--- src/rtl/slk_pkg.sv ---
package slk_pkg;
  parameter int unsigned SLK_PTR_W = 6;

  typedef enum logic [1:0] {
    OP_IDLE = 2'd0,
    OP_PUSH = 2'd1,
    OP_POP  = 2'd2
  } slk_op_e;
endpackage

--- src/rtl/slk_ptr.sv ---
module slk_ptr
  import slk_pkg::*;
#(
  parameter int unsigned PTR_W = SLK_PTR_W
) (
  input  logic             clk_i,
  input  logic             rst_ni,
  input  logic             push_en_we_i,
  input  logic             push_en_d_i,
  input  logic             table_rd_i,
  input  logic             pop_i,
  output slk_op_e          op_o,
  output logic [PTR_W-1:0] ptr_o,
  output logic             push_en_o
);
  localparam logic [PTR_W-1:0] PTR_TOP = {{(PTR_W-1){1'b1}}, 1'b0};

  logic [PTR_W-1:0] ptr_q;
  logic             push_en_q;
  slk_op_e          op;

  always_comb begin
    op = OP_IDLE;
    if (table_rd_i && push_en_q)    op = OP_PUSH;   // push wins over pop
    else if (pop_i && ptr_q != PTR_TOP) op = OP_POP;
  end

  always_ff @(posedge clk_i or negedge rst_ni) begin
    if (!rst_ni) begin
      ptr_q     <= PTR_TOP;
      push_en_q <= 1'b0;
    end else begin
      if (push_en_we_i) push_en_q <= push_en_d_i;
      unique case (op)
        OP_PUSH: ptr_q <= ptr_q - 1'b1;
        OP_POP:  ptr_q <= ptr_q + 1'b1;
        default: ptr_q <= ptr_q;
      endcase
    end
  end

  assign op_o      = op;
  assign ptr_o     = ptr_q;
  assign push_en_o = push_en_q;
endmodule

--- src/rtl/slk_flags.sv ---
module slk_flags
  import slk_pkg::*;
#(
  parameter int unsigned PTR_W = SLK_PTR_W,
  localparam int unsigned NUM_SLOTS = 1 << PTR_W
) (
  input  logic                 clk_i,
  input  logic                 rst_ni,
  input  slk_op_e              op_i,
  input  logic [PTR_W-1:0]     ptr_i,
  output logic [NUM_SLOTS-1:0] flags_o
);
  logic [PTR_W-1:0] ptr_up;
  assign ptr_up = ptr_i + 1'b1;

  for (genvar g = 0; g < NUM_SLOTS; g++) begin : g_slot
    logic flag_q;
    always_ff @(posedge clk_i or negedge rst_ni) begin
      if (!rst_ni)
        flag_q <= 1'b0;
      else if (op_i == OP_PUSH && ptr_i == PTR_W'(g))
        flag_q <= 1'b1;
      else if (op_i == OP_POP && ptr_up == PTR_W'(g))
        flag_q <= 1'b0;
    end
    assign flags_o[g] = flag_q;
  end
endmodule

--- src/rtl/slk_query.sv ---
module slk_query #(
  parameter int unsigned PTR_W = slk_pkg::SLK_PTR_W,
  localparam int unsigned NUM_SLOTS = 1 << PTR_W
) (
  input  logic [NUM_SLOTS-1:0] flags_i,
  input  logic [PTR_W-1:0]     ptr_i,
  input  logic [PTR_W-1:0]     slot_i,
  output logic [NUM_SLOTS-1:0] mask_o,
  output logic                 locked_o
);
  // zero pointer releases everything
  assign mask_o   = (ptr_i == '0) ? '0 : flags_i;
  assign locked_o = mask_o[slot_i];
endmodule

--- src/rtl/slot_lock_stack.sv ---
module slot_lock_stack
  import slk_pkg::*;
#(
  parameter int unsigned PTR_W = SLK_PTR_W,
  localparam int unsigned NUM_SLOTS = 1 << PTR_W
) (
  input  logic                 clk_i,
  input  logic                 rst_ni,
  input  logic                 push_en_we_i,
  input  logic                 push_en_d_i,
  input  logic                 table_rd_i,
  input  logic                 pop_i,
  input  logic [PTR_W-1:0]     query_slot_i,
  output logic                 query_locked_o,
  output logic [NUM_SLOTS-1:0] lock_mask_o,
  output logic [PTR_W-1:0]     slot_ptr_o,
  output logic                 push_en_o,
  output logic                 pop_rd_o
);
  slk_op_e              op;
  logic [PTR_W-1:0]     ptr;
  logic [NUM_SLOTS-1:0] flags;

  slk_ptr #(.PTR_W(PTR_W)) u_ptr (
    .clk_i        (clk_i),
    .rst_ni       (rst_ni),
    .push_en_we_i (push_en_we_i),
    .push_en_d_i  (push_en_d_i),
    .table_rd_i   (table_rd_i),
    .pop_i        (pop_i),
    .op_o         (op),
    .ptr_o        (ptr),
    .push_en_o    (push_en_o)
  );

  slk_flags #(.PTR_W(PTR_W)) u_flags (
    .clk_i   (clk_i),
    .rst_ni  (rst_ni),
    .op_i    (op),
    .ptr_i   (ptr),
    .flags_o (flags)
  );

  slk_query #(.PTR_W(PTR_W)) u_query (
    .flags_i  (flags),
    .ptr_i    (ptr),
    .slot_i   (query_slot_i),
    .mask_o   (lock_mask_o),
    .locked_o (query_locked_o)
  );

  assign slot_ptr_o = ptr;
  assign pop_rd_o   = 1'b0;
endmodule

--- config.mk ---
export PLATFORM = sky130hd
export DESIGN_NAME = slot_lock_stack
export DESIGN_NICKNAME = d
export VERILOG_FILES = /design/src/rtl/slk_pkg.sv /design/src/rtl/slk_ptr.sv /design/src/rtl/slk_flags.sv /design/src/rtl/slk_query.sv /design/src/rtl/slot_lock_stack.sv
export SDC_FILE = /design/constraint.sdc
export NUM_CORES = 1
export LEC_CHECK = 0
export BUFFER_PORTS_ARGS = -buffer_cell sky130_fd_sc_hd__buf_4
export CAP_MARGIN = 10
export CORE_UTILIZATION = 60
export CTS_CLUSTER_SIZE = 14
export DETAILED_ROUTE_END_ITERATION = 10
export PLACE_DENSITY_LB_ADDON = 0.08
export SLEW_MARGIN = 10
export SYNTH_ARGS = -nofsm -noshare
export SYNTH_HDL_FRONTEND = slang
export SYNTH_SLANG_ARGS = --single-unit
--- constraint.sdc ---
create_clock -name clk_i -period 7 [get_ports clk_i]
set_input_delay 0.35 -clock clk_i [delete_from_list [all_inputs] [get_ports clk_i]]
set_output_delay 0.35 -clock clk_i [all_outputs]
set_load 0.03 [all_outputs]
==> out/metrics.yaml <==
layout:
  postLayoutCoreUtil_pct: 76.2
  antenna_cells: 0
  finalNetCount: 523
  share_of_layout_cells_above_drive_strength_1_pct: 23.9
  syn_to_final_growth_pct: 19.7
  design_area_um2: 4980
  nFillCells: 486
  stdcell_count: 587
run:
  maxCapViolCount: 0
global_routing:
  antenna_violations_before_repair: 0
  overflow: 0
  grt_use_total_pct: 36.8
  number_of_global_route_vias_before_repair: 3891
  maximum_number_of_pins_on_one_net_before_global_route_repair: 72
  grt_first_pass_wirelength_mm: 20.1
route:
  routed-via-count: 3989
  detail_route.vias_per_cell: 6.80
  detailedRoute.firstIterationViolations: 469
  postRouteWirelength_mm: 12.5
  detail_route.drc_violations: 0
  route.detailed.wl_per_inst_um: 21.3
  drt-pass1-iter-count: 6
  drtAntennaViolNets: 0
placement:
  io_buffers: 83
  finalWeightedCongestion: 0.876
  dp_hpwl_mm: 8.42
  placement.setup.worst_slack_ns: 3.21
  post_dp_cell_area_um2: 4750
  dp.cells: 571
worst_setup_path:
  worst-r2r-setup-slack_ns: 4.04
  critical_path_peak_fanout: 40
  worst_setup_path_end_kind: "output pin"
  critical_path.reg2reg.startpoint: "u_ptr.ptr_o[1]"
  slowest_stage: "or3_1"
  setup.worst_path.class: "flop to output pin"
  worst_ep_arrival_time_ns: 3.88
  crit-reg2reg-capture: "u_flags.g_slot[21].flag_q"
  r2r_cells: 6
  critical_path.startpoint_type: "flop"
  critical_path_required_ns: 6.65
  cp_slowest_stage_delay_ns: 0.68
  most_prevalent_standard_cell_on_the_critical_path: "buf_4"
  timing.critical_path.cells: "inv_1 > ha_1 > or3b_1 > or3_1 > buf_4 > a31oi_4 > a2111oi_1 > or4_1 > buf_4"
clocking:
  clockBufferDepth: 2
  path_clk_slew_ns: 0.08
  cts_hold_buffers: 0
  clk_root_buf: "clkbuf_8"
  tritoncts: "yes"
  clkLatencyLatePin_ns: 0.37
  cts_repair_resize_count: 0
  cts_made_buffers: 9
  cts_sinks: 71
  clock_tree.htree_level_count: 3
  cts_setup_buffers: 0
timing:
  hold_viol: 0
  slew-limit-headroom_pct: 41.3
  rsz0062_at_grt: "false"
  worstMarginPinSlew_ns: 0.880
  post-route-min-period_ns: 4.23
  fmax_mhz: 236
  maxSlewViolCount: 0
  finalWorstSetupSlack_ns: 2.77
  final-setup-viol-count: 0
  worst_hold_slack_ns: 0.106
  worst_clock_skew_ns: 0.00594
  setup_total_negative_slack_ns: 0
  min_period_over_period_pct: 60.5
logic_synthesis:
  synth-edff-count: 0
  post_synth_inst_count: 443
  synth_area_um2: 4160
  ys_ff_latch: 71
  synth.lib_cells_used.distinct: 49
  yosys_warnings: 0
  postSynth.topFlopCell: "dfrtp_1"
  synth_seq_area_share_pct: 42.9
  syn_avg_cell_area_um2: 9.39
  async_flop_share_pct: 100
  synth_nets: 461
pwr:
  worst_case_vdd_ir_drop_mv: 0.354
  share_clk_of_total_power_pct: 15.6
  power.share.sequential_pct: 31.2
  p_switching_mw: 1.18
  internal_power_mw: 1.28
  p_per_area_nw_per_um2: 495
  swShare_pct: 48.0
  share_comb_of_total_power_pct: 53.2
  fin_total_pwr_mw: 2.46
  power.leakage_nw: 2.20
floorplanning:
  floorplan.die_area_um2: 7270
  initial_core_util_pct: 63.7
  placementRows: 29
  core_um2: 6530
  io-pin-count: 85
  die_width_um: 85.3
  overall_die_height_um: 85.3
min_path:
  hp-class: "input port to asynchronous set/reset pin"
outcome:
  outcome: "complete, no violations"
[power groups by stage]
stage,combinational [mW],clock [mW],sequential [mW]
floorplan,0.873,0,0.705
global placement,1.26,0,0.756
detailed placement,1.29,0,0.767
CTS,1.30,0.379,0.759
global route,1.40,0.403,0.788
finish,1.31,0.385,0.769
[cell usage in the layout (no fill, tap or decap), drive strengths merged, types with 3 or more instances in the layout]
master	count
a21oi	5
a31oi	6
and2	66
buf	84
clkbuf	11
dfrtp	66
dfstp	5
ha	6
inv	5
mux2i	7
mux4	14
nand2	20
nand3	17
nand3b	4
nor2	5
nor2b	4
o211ai	8
o21ai	131
o31ai	3
or3	4
xnor2	4
[logic make-up (layout without fill, tap and decap cells)]
family,after synthesis,count (layout),synth area share (%)
buffers and inverters,38,105,3.79
xor gates and xnor gates,6,6,1.26
and+or+nand+nor,133,133,18.4
other,1,1,0.0902
AOI/OAI and AO/OA,166,166,22.3
adders and majority gates,6,6,1.81
muxes,22,22,9.54
DFF,71,71,42.9
[worst max-delay path, delay by kind of cell, from the launching register on]
kind | cells | cell delay, ns
flip-flops | 1 | 0.53
adder cells (fa/ha/maj) | 1 | 0.31
AND/OR/NAND/NOR | 3 | 1.63
AO/OA/AOI/OAI | 2 | 0.27
buffers and inverters | 3 | 0.76
[cells in the mapped netlist (2+ instances only)]
master | count | share of area (%)
and2_1 | 66 | 9.9
nand3b_1 | 4 | 0.72
nand2_1 | 20 | 1.8
a31oi_1 | 5 | 0.75
o21ai_1 | 4 | 0.48
nor2_1 | 5 | 0.45
dfstp_2 | 5 | 3.2
buf_1 | 2 | 0.18
inv_1 | 5 | 0.45
or3b_1 | 2 | 0.42
or3_1 | 4 | 0.60
a21boi_0 | 2 | 0.36
mux2i_1 | 7 | 1.7
o31ai_1 | 3 | 0.54
nand2b_1 | 2 | 0.30
xnor2_1 | 4 | 0.84
o211ai_1 | 8 | 1.4
mux4_2 | 14 | 7.6
clkbuf_1 | 26 | 2.3
dfrtp_1 | 66 | 40
xor2_1 | 2 | 0.42
buf_2 | 3 | 0.36
ha_1 | 6 | 1.8
nor2b_1 | 4 | 0.60
nand4_1 | 2 | 0.30
o21ai_0 | 127 | 15
a22o_1 | 2 | 0.42
a21o_1 | 2 | 0.36
a21oi_1 | 5 | 0.60
nand3_1 | 17 | 2.0
[routing by layer]
| layer | global-route usage [%] | vias to the layer above | part of all wire (%) |
|---|---|---|---|
| li1 | - | 1724 | - |
| met1 | 47.3 | 1917 | 37 |
| met2 | 58.4 | 305 | 49 |
| met3 | 9.92 | 43 | 11 |
| met4 | 17.6 | 0 | 3.3 |
| met5 | 0 | - | 0 |
[sequential cells by signal, summed over array words and instances (netlist names)]
register,cells
u_ptr.push_en_o,1
u_ptr.ptr_o,6
u_flags.g_slot.flag_q,64
[worst max-delay path by stage]
| stage | start | to | slack (ns) | cells past startpoint |
|---|---|---|---|---|
| after CTS | u_ptr.ptr_o[0] | query_locked_o | 2.82 | 9 |
| final | u_ptr.ptr_o[0] | query_locked_o | 2.77 | 9 |
| after detailed placement | u_ptr.ptr_o[0] | query_locked_o | 3.21 | 9 |
| after floorplan | u_ptr.ptr_o[0] | query_locked_o | 3.86 | 9 |
| after global routing | u_ptr.ptr_o[0] | query_locked_o | 2.60 | 9 |
| after global placement | u_ptr.ptr_o[0] | query_locked_o | 3.47 | 9 |
[cell type report]
| type | instances | area [um2] | share of cell area [%] |
|---|---|---|---|
| clock inverter | 5 | 80.1 | 1.61 |
| timing repair buffer | 84 | 631 | 12.7 |
| clock buffer | 11 | 151 | 3.04 |
| tap | 77 | 96.3 | 1.94 |
| multi-input combinational | 334 | 2220 | 44.6 |
| sequential | 71 | 1780 | 35.8 |
| inverter | 5 | 18.8 | 0.377 |
Note: power is estimated with default switching activity, not from simulation.
